`src/rtl/bcd_adj_pkg.sv`:
```
// Package: shared sizes, opcode constant and phase encoding for the
// decimal adjust unit. Assumes an 8-bit datapath made of 4-bit digits.
package bcd_adj_pkg;
    localparam int INSTR_W = 16;
    localparam int DATA_W  = 8;
    localparam int DIGIT_W = 4;
    localparam int ADDR_W  = 8;
    localparam int OPC_W   = INSTR_W - ADDR_W - 1;
    localparam logic [OPC_W-1:0] OPC_DEC_ADJ = 7'b0010111;

    typedef enum logic [1:0] {
        PH_DECODE = 2'd0,
        PH_READ   = 2'd1,
        PH_EXEC   = 2'd2,
        PH_WRITE  = 2'd3
    } phase_e;
endpackage

```
`src/rtl/bcd_phase_seq.sv`:
```
// Module: four-phase sequencer. Advances one phase per clock and wraps
// after the write phase. Assumes reset is synchronous and active low.
module bcd_phase_seq
    import bcd_adj_pkg::*;
(
    input  logic   clk,
    input  logic   rst_n,
    output phase_e phase_q
);
    phase_e phase_d;

    // Purpose: choose the phase that follows the current one.
    always_comb begin
        unique case (phase_q)
            PH_DECODE: phase_d = PH_READ;
            PH_READ:   phase_d = PH_EXEC;
            PH_EXEC:   phase_d = PH_WRITE;
            default:   phase_d = PH_DECODE;
        endcase
    end

    // Purpose: hold the phase register.
    always_ff @(posedge clk) begin
        if (!rst_n) phase_q <= PH_DECODE;
        else        phase_q <= phase_d;
    end

    AST_PHASE_WRAPS: assert property (@(posedge clk) disable iff (!rst_n)
        phase_q == PH_WRITE |=> phase_q == PH_DECODE);
endmodule

```
`src/rtl/bcd_digit_fix.sv`:
```
// Module: corrects one decimal digit. It adds the wrap offset when the
// digit exceeds LIMIT or when the forcing flag is set. The sum is
// truncated to the digit width, and `wrapped` reports a carry past it.
// Assumes LIMIT is below 2**DIGIT_W - 1.
module bcd_digit_fix #(
    parameter int DIGIT_W = 4,
    parameter int LIMIT   = 9
) (
    input  logic [DIGIT_W-1:0] digit_in,
    input  logic               force_fix,
    output logic [DIGIT_W-1:0] digit_out,
    output logic               wrapped
);
    localparam int ADJ = (1 << DIGIT_W) - LIMIT - 1;
    localparam logic [DIGIT_W:0] ADJ_V   = ADJ[DIGIT_W:0];
    localparam logic [DIGIT_W:0] LIMIT_V = LIMIT[DIGIT_W:0];

    logic             apply;
    logic [DIGIT_W:0] sum;

    // Purpose: decide on the correction and form the truncated digit.
    always_comb begin
        apply     = force_fix || ({1'b0, digit_in} > LIMIT_V);
        sum       = {1'b0, digit_in} + (apply ? ADJ_V : '0);
        digit_out = sum[DIGIT_W-1:0];
        wrapped   = sum[DIGIT_W];
    end

    // Purpose: an out-of-range digit must always wrap past the digit width.
    always_comb begin
        AST_BIG_DIGIT_WRAPS: assert (!({1'b0, digit_in} > LIMIT_V) || wrapped);
    end
endmodule

```
`src/rtl/bcd_adjust_unit.sv`:
```
// Module: top of the packed-BCD decimal adjust unit. It decodes the
// instruction in phase 0, samples the operands in phase 1 and registers the
// corrected byte and carry in phase 2. It raises the write enables in
// phase 3. Assumes the adder result and flags are held stable from phase 0
// through phase 1.
module bcd_adjust_unit
    import bcd_adj_pkg::*;
#(
    parameter int DW = DATA_W,
    parameter int AW = ADDR_W,
    parameter int IW = INSTR_W
) (
    input  logic          clk,
    input  logic          rst_n,
    input  logic [IW-1:0] instr,
    input  logic [DW-1:0] wreg_in,
    input  logic          c_in,
    input  logic          dc_in,
    output logic [1:0]    phase,
    output logic          rf_we,
    output logic [AW-1:0] rf_addr,
    output logic [DW-1:0] rf_wdata,
    output logic          w_we,
    output logic [DW-1:0] w_wdata,
    output logic          c_we,
    output logic          c_out
);
    localparam int NDIG = DW / DIGIT_W;
    localparam int TOP  = NDIG - 1;

    phase_e        phase_q;
    logic          dec_hit, dec_dst;
    logic [AW-1:0] dec_addr;
    logic [DW-1:0] w_cap;
    logic          c_cap, dc_cap;
    logic [DW-1:0] fixed;
    logic [NDIG-1:0] wrap_all;
    logic          c_next;
    logic [DW-1:0] res_q;
    logic          c_res_q;
    logic          wr_now;

    bcd_phase_seq u_seq (
        .clk     (clk),
        .rst_n   (rst_n),
        .phase_q (phase_q)
    );

    // Purpose: latch the decoded instruction at the end of the decode phase.
    always_ff @(posedge clk) begin
        if (!rst_n) begin
            dec_hit  <= 1'b0;
            dec_dst  <= 1'b0;
            dec_addr <= '0;
        end else if (phase_q == PH_DECODE) begin
            dec_hit  <= (instr[IW-1:AW+1] == OPC_DEC_ADJ);
            dec_dst  <= instr[AW];
            dec_addr <= instr[AW-1:0];
        end
    end

    // Purpose: capture the working value and flags at the end of the read phase.
    always_ff @(posedge clk) begin
        if (!rst_n) begin
            w_cap  <= '0;
            c_cap  <= 1'b0;
            dc_cap <= 1'b0;
        end else if (phase_q == PH_READ) begin
            w_cap  <= wreg_in;
            c_cap  <= c_in;
            dc_cap <= dc_in;
        end
    end

    // One corrector per digit; the lowest digit is forced by DC, the top by C.
    for (genvar g = 0; g < NDIG; g++) begin : g_digit
        logic force_g;
        if (g == 0) begin : g_lo
            assign force_g = dc_cap;
        end else if (g == TOP) begin : g_hi
            assign force_g = c_cap;
        end else begin : g_mid
            assign force_g = 1'b0;
        end
        bcd_digit_fix #(.DIGIT_W(DIGIT_W), .LIMIT(9)) u_fix (
            .digit_in  (w_cap[g*DIGIT_W +: DIGIT_W]),
            .force_fix (force_g),
            .digit_out (fixed[g*DIGIT_W +: DIGIT_W]),
            .wrapped   (wrap_all[g])
        );
    end

    // Purpose: a corrected top digit sets carry; otherwise carry is kept.
    always_comb begin
        c_next = c_cap | wrap_all[TOP];
    end

    // Purpose: register the corrected byte and carry at the end of execute.
    always_ff @(posedge clk) begin
        if (!rst_n) begin
            res_q   <= '0;
            c_res_q <= 1'b0;
        end else if (phase_q == PH_EXEC) begin
            res_q   <= fixed;
            c_res_q <= c_next;
        end
    end

    // Purpose: drive the write ports during the write phase only.
    always_comb begin
        wr_now   = (phase_q == PH_WRITE);
        rf_we    = wr_now && dec_hit;
        w_we     = rf_we && !dec_dst;
        c_we     = rf_we;
        rf_addr  = dec_addr;
        rf_wdata = res_q;
        w_wdata  = res_q;
        c_out    = c_res_q;
        phase    = phase_q;
    end

    AST_WRITES_IN_Q4: assert property (@(posedge clk) disable iff (!rst_n)
        (rf_we || w_we || c_we) |-> phase_q == PH_WRITE);
    AST_WREG_WITH_RF: assert property (@(posedge clk) disable iff (!rst_n)
        w_we |-> rf_we);
    AST_CARRY_KEPT: assert property (@(posedge clk) disable iff (!rst_n)
        (phase_q == PH_EXEC && c_cap) |=> c_res_q);
    AST_NO_RIPPLE: assert property (@(posedge clk) disable iff (!rst_n)
        (phase_q == PH_EXEC && wrap_all[0] && !c_cap && w_cap[DW-1:DW-DIGIT_W] < 4'd10)
        |=> res_q[DW-1:DW-DIGIT_W] == $past(w_cap[DW-1:DW-DIGIT_W]));
endmodule

```
`config.mk`:
```
export PLATFORM = sky130hd
export DESIGN_NAME = bcd_adjust_unit
export DESIGN_NICKNAME = d
export VERILOG_FILES = /design/src/rtl/bcd_adj_pkg.sv /design/src/rtl/bcd_phase_seq.sv /design/src/rtl/bcd_digit_fix.sv /design/src/rtl/bcd_adjust_unit.sv
export SDC_FILE = /design/constraint.sdc
export NUM_CORES = 1
export LEC_CHECK = 0
export ABC_AREA = 1
export BUFFER_PORTS_ARGS = -buffer_cell sky130_fd_sc_hd__buf_2
export CORE_MARGIN = 2
export CORE_UTILIZATION = 30
export CTS_BUF_LIST = sky130_fd_sc_hd__clkbuf_2
export DETAILED_ROUTE_END_ITERATION = 16
export PLACE_DENSITY_LB_ADDON = 0.05
export SLEW_MARGIN = 15
export SYNTH_ARGS = -nofsm -noshare
export SYNTH_HDL_FRONTEND = slang
export SYNTH_SLANG_ARGS = --single-unit
```
`constraint.sdc`:
```
create_clock -name clk -period 1.8 [get_ports clk]
set_input_delay 0.09 -clock clk [delete_from_list [all_inputs] [get_ports clk]]
set_output_delay 0.09 -clock clk [all_outputs]
set_load 0.03 [all_outputs]
```
==> results.md <==
- Placed Area: roughly 0.0016 mm^2
- CP Launch Type: flip-flop
- Drt drc: 0
- Worst EP arrival: around 1.9 ns
- Leading area contributor after synthesis: dfxtp_1
- RD Place Congestion: between 0.7 and 0.8
- FF+latch area: 624 um^2
- Crit end category: flip-flop
- R2r startpoint: w_cap[6]
- Synth warnings: 0
- Tightest Pin Transition: about 0.46 ns
- All-Layer GR Usage: 0.134
- Post-Layout Cell Count: ~300
- Routed len/inst: 11.1 um
- Count leader, synth: nor2_1
- Hold WC Path Type: in -> reg
- Synth unique cells: 19
- Mapped Nets: ~210
- R2R setup slack: 0.13 ns
- Area grow syn2layout: 33.5%
- Peak supply drop: between 500 and 600 uV
- Synth top area share: 0.448
- Cell Pwr Density: 1680 mW/mm^2
- # fillers: 475
- Hold Fails Final Rpt: 0
- Clock sink count: 31
- Worst Path Required: ~2.1 ns
- Die width: between 70 and 80 um
- Clk_skew: between 0.007 and 0.008 ns
- Clock Path Buffers: 2
- Effective utilization at floorplan: 0.316
- Fin. max-slew vios: 0
- Commonest cells post-synth: 54 x nor2_1, 31 x dfxtp_1, 20 x o21ai_0
- Die area: around 0.0052 mm^2
- Number of global-route vias before repair: around 1200
- Vias: 1300
- Leak: between 0.9 and 1 nW
- Total wire length: 3290 um
- PortBufs: 57
- Post-synth ARST share: 0
- RSZ-0062 raised after global routing: no
- Syn Std Cell Area: between 0.001 and 0.0015 mm^2
- Worst skew pair latency: about 0.35 ns
- Max_slew headroom: 0.694
- Avg Cell Area, Syn: between 7 and 8 um^2
- Grt ovf: 0
- Reg2Reg Depth: 7
- Detailed placement HPWL: around 2200 um
- Status: finished, final reports clean
- WHS Endpoint: w_cap[2]
- Setup TNS: 0 ns
- Placed Cells incl. Taps: 269
- Top post-synthesis cells by area: dfxtp_1 45%, nor2_1 15%, ha_1 7.2%
- #FFs+latches synth: 31
- First DRT Iteration DRCs: 36
- Row cnt: 24
- Inserted Diodes: 0
- Clock period minus worst slack: around 1.7 ns
- Setup Crit Path Kind: reg -> reg
- # Max-Cap Violations: 0
- Fraction of layout cells with a size suffix above 1: 0.280
- Core ar.: about 0.0044 mm^2
- EDFF count, synth: 0
- Root buffer cell: clkbuf_2
- RR Endpoint: rf_wdata[7]
- Post-synthesis instance total: approximately 180
- Part of the cycle the worst path needs: 0.928
- Max H-tree Level: 2
- Setup violators final: 0
- Hold path depth: 3
- Detail Route Antenna Nets: 0
- Peak Freq: 599 MHz
- Register area share after synthesis: 0.448
- First-pass iteration count of the detailed router: 5
- Die extent in y: 71.9 um
- Fin area: 0.00185 mm^2
- Initial antenna violation count: 0
- Via-to-Cell Ratio: roughly 4.4
- Prevailing post-synth register cell: dfxtp_1
- Min-delay src: wreg_in[2]
- Nets: between 200 and 300
- Worst-path fanout max: 5
- First-pass GRT wire length: between 5000 and 6000 um
- Ports: between 50 and 60
- Num CTS Buffers: 5
- Multi-input combinational cell area: around 590 um^2
- Clock transition at path regs: around 0.15 ns
- CTS tree: yes
- Largest net degree at the start of global routing: 29
[worst max path at each step]
stage,from,to,slack [ns],depth (start not counted)
2_1_floorplan,w_cap[6],rf_wdata[7],0.19,7
3_3_place_gp,w_cap[6],rf_wdata[7],0.14,7
3_5_place_dp,w_cap[6],rf_wdata[7],0.05,7
4_1_cts,w_cap[6],rf_wdata[7],0.008,7
5_1_grt,w_cap[6],rf_wdata[7],0.04,7
6_report,w_cap[6],rf_wdata[7],0.13,7
[layout make-up]
type                            instances  area share
Inverter                               17      0.0345
Multi-Input combinational cell        112       0.318
Timing Repair Buffer                   76       0.256
Tap cell                               52      0.0352
Sequential cell                        31       0.338
Clock buffer                            5      0.0135
Clock inverter                          2     0.00474
[registers in the layout, summed over array words and instances (netlist names)]
| register | cells |
|---|---|
| w_cap | 8 |
| dec_dst | 1 |
| c_cap | 1 |
| rf_addr | 8 |
| dec_hit | 1 |
| rf_wdata | 8 |
| u_seq.phase_q | 2 |
| c_out | 1 |
| dc_cap | 1 |
[logic make-up after synthesis]
logic type               share of synthesized area
AO/OA/AOI/OAI                                0.130
XOR/XNOR                                    0.0127
adder cells (fa/ha/maj)                      0.101
AND/OR/NAND/NOR                              0.179
buffers and inverters                        0.128
flip-flops                                   0.448
[power by group]
group          internal, W  total (W)  switching, W  leakage (nW)
Sequential        0.000973    0.00116      0.000188         0.257
Combinational     0.000503    0.00162       0.00112         0.708
Clock            0.0000822   0.000311      0.000229        0.0262
Total              0.00156    0.00310       0.00154         0.991
[cells in the final DEF, fill, tap and decap left out, types with 2 or more instances in the layout]
| cell | synthesis | layout |
|---|---|---|
| fa_1 | 2 | 2 |
| inv_2 | 2 | 2 |
| o21ai_1 | 9 | 10 |
| a21oi_1 | 4 | 4 |
| buf_2 | 1 | 57 |
| dlygate4sd3_1 | 0 | 18 |
| dfxtp_1 | 31 | 30 |
| o21ai_0 | 20 | 19 |
| nor2_1 | 54 | 54 |
| ha_1 | 8 | 7 |
| clkbuf_2 | 0 | 5 |
| inv_1 | 15 | 15 |
| nand2_1 | 9 | 9 |
[per-stage QoR]
| stage | hold WS, ns | setup WS, ns | power, W | util |
|---|---|---|---|---|
| floorplan | 0.225 | 0.187 | 0.00242 | - |
| global placement | 0.314 | 0.139 | 0.00274 | 0.370 |
| detailed placement | 0.317 | 0.0503 | 0.00276 | 0.370 |
| CTS | 0.000287 | 0.00827 | 0.00312 | 0.418 |
| global route | 0.0347 | 0.0388 | 0.00338 | 0.422 |
| finish | 0.0277 | 0.130 | 0.00310 | 0.422 |
[routing by layer]
layer  share of wire  global-route usage
met1            0.44               0.151
met2            0.49               0.238
met3           0.061              0.0458
met4           0.012              0.0440
met5               0                   0
[timing repair]
action,CTS,global route
endpoints found under the hold margin,18,0
setup endpoints to repair,0,1
setup buffers,0,1
hold buffers,18,0
resized for setup,0,4
[worst max-delay path, stage by stage, from the launching register on]
cell     delay, ns
dfxtp_4       0.39
o21ai_1       0.14
nand2_1       0.12
ha_2          0.20
fa_1          0.37
xor2_1        0.15
o21ai_0       0.15
inv_1         0.05
(Power assumes the default switching activity.)
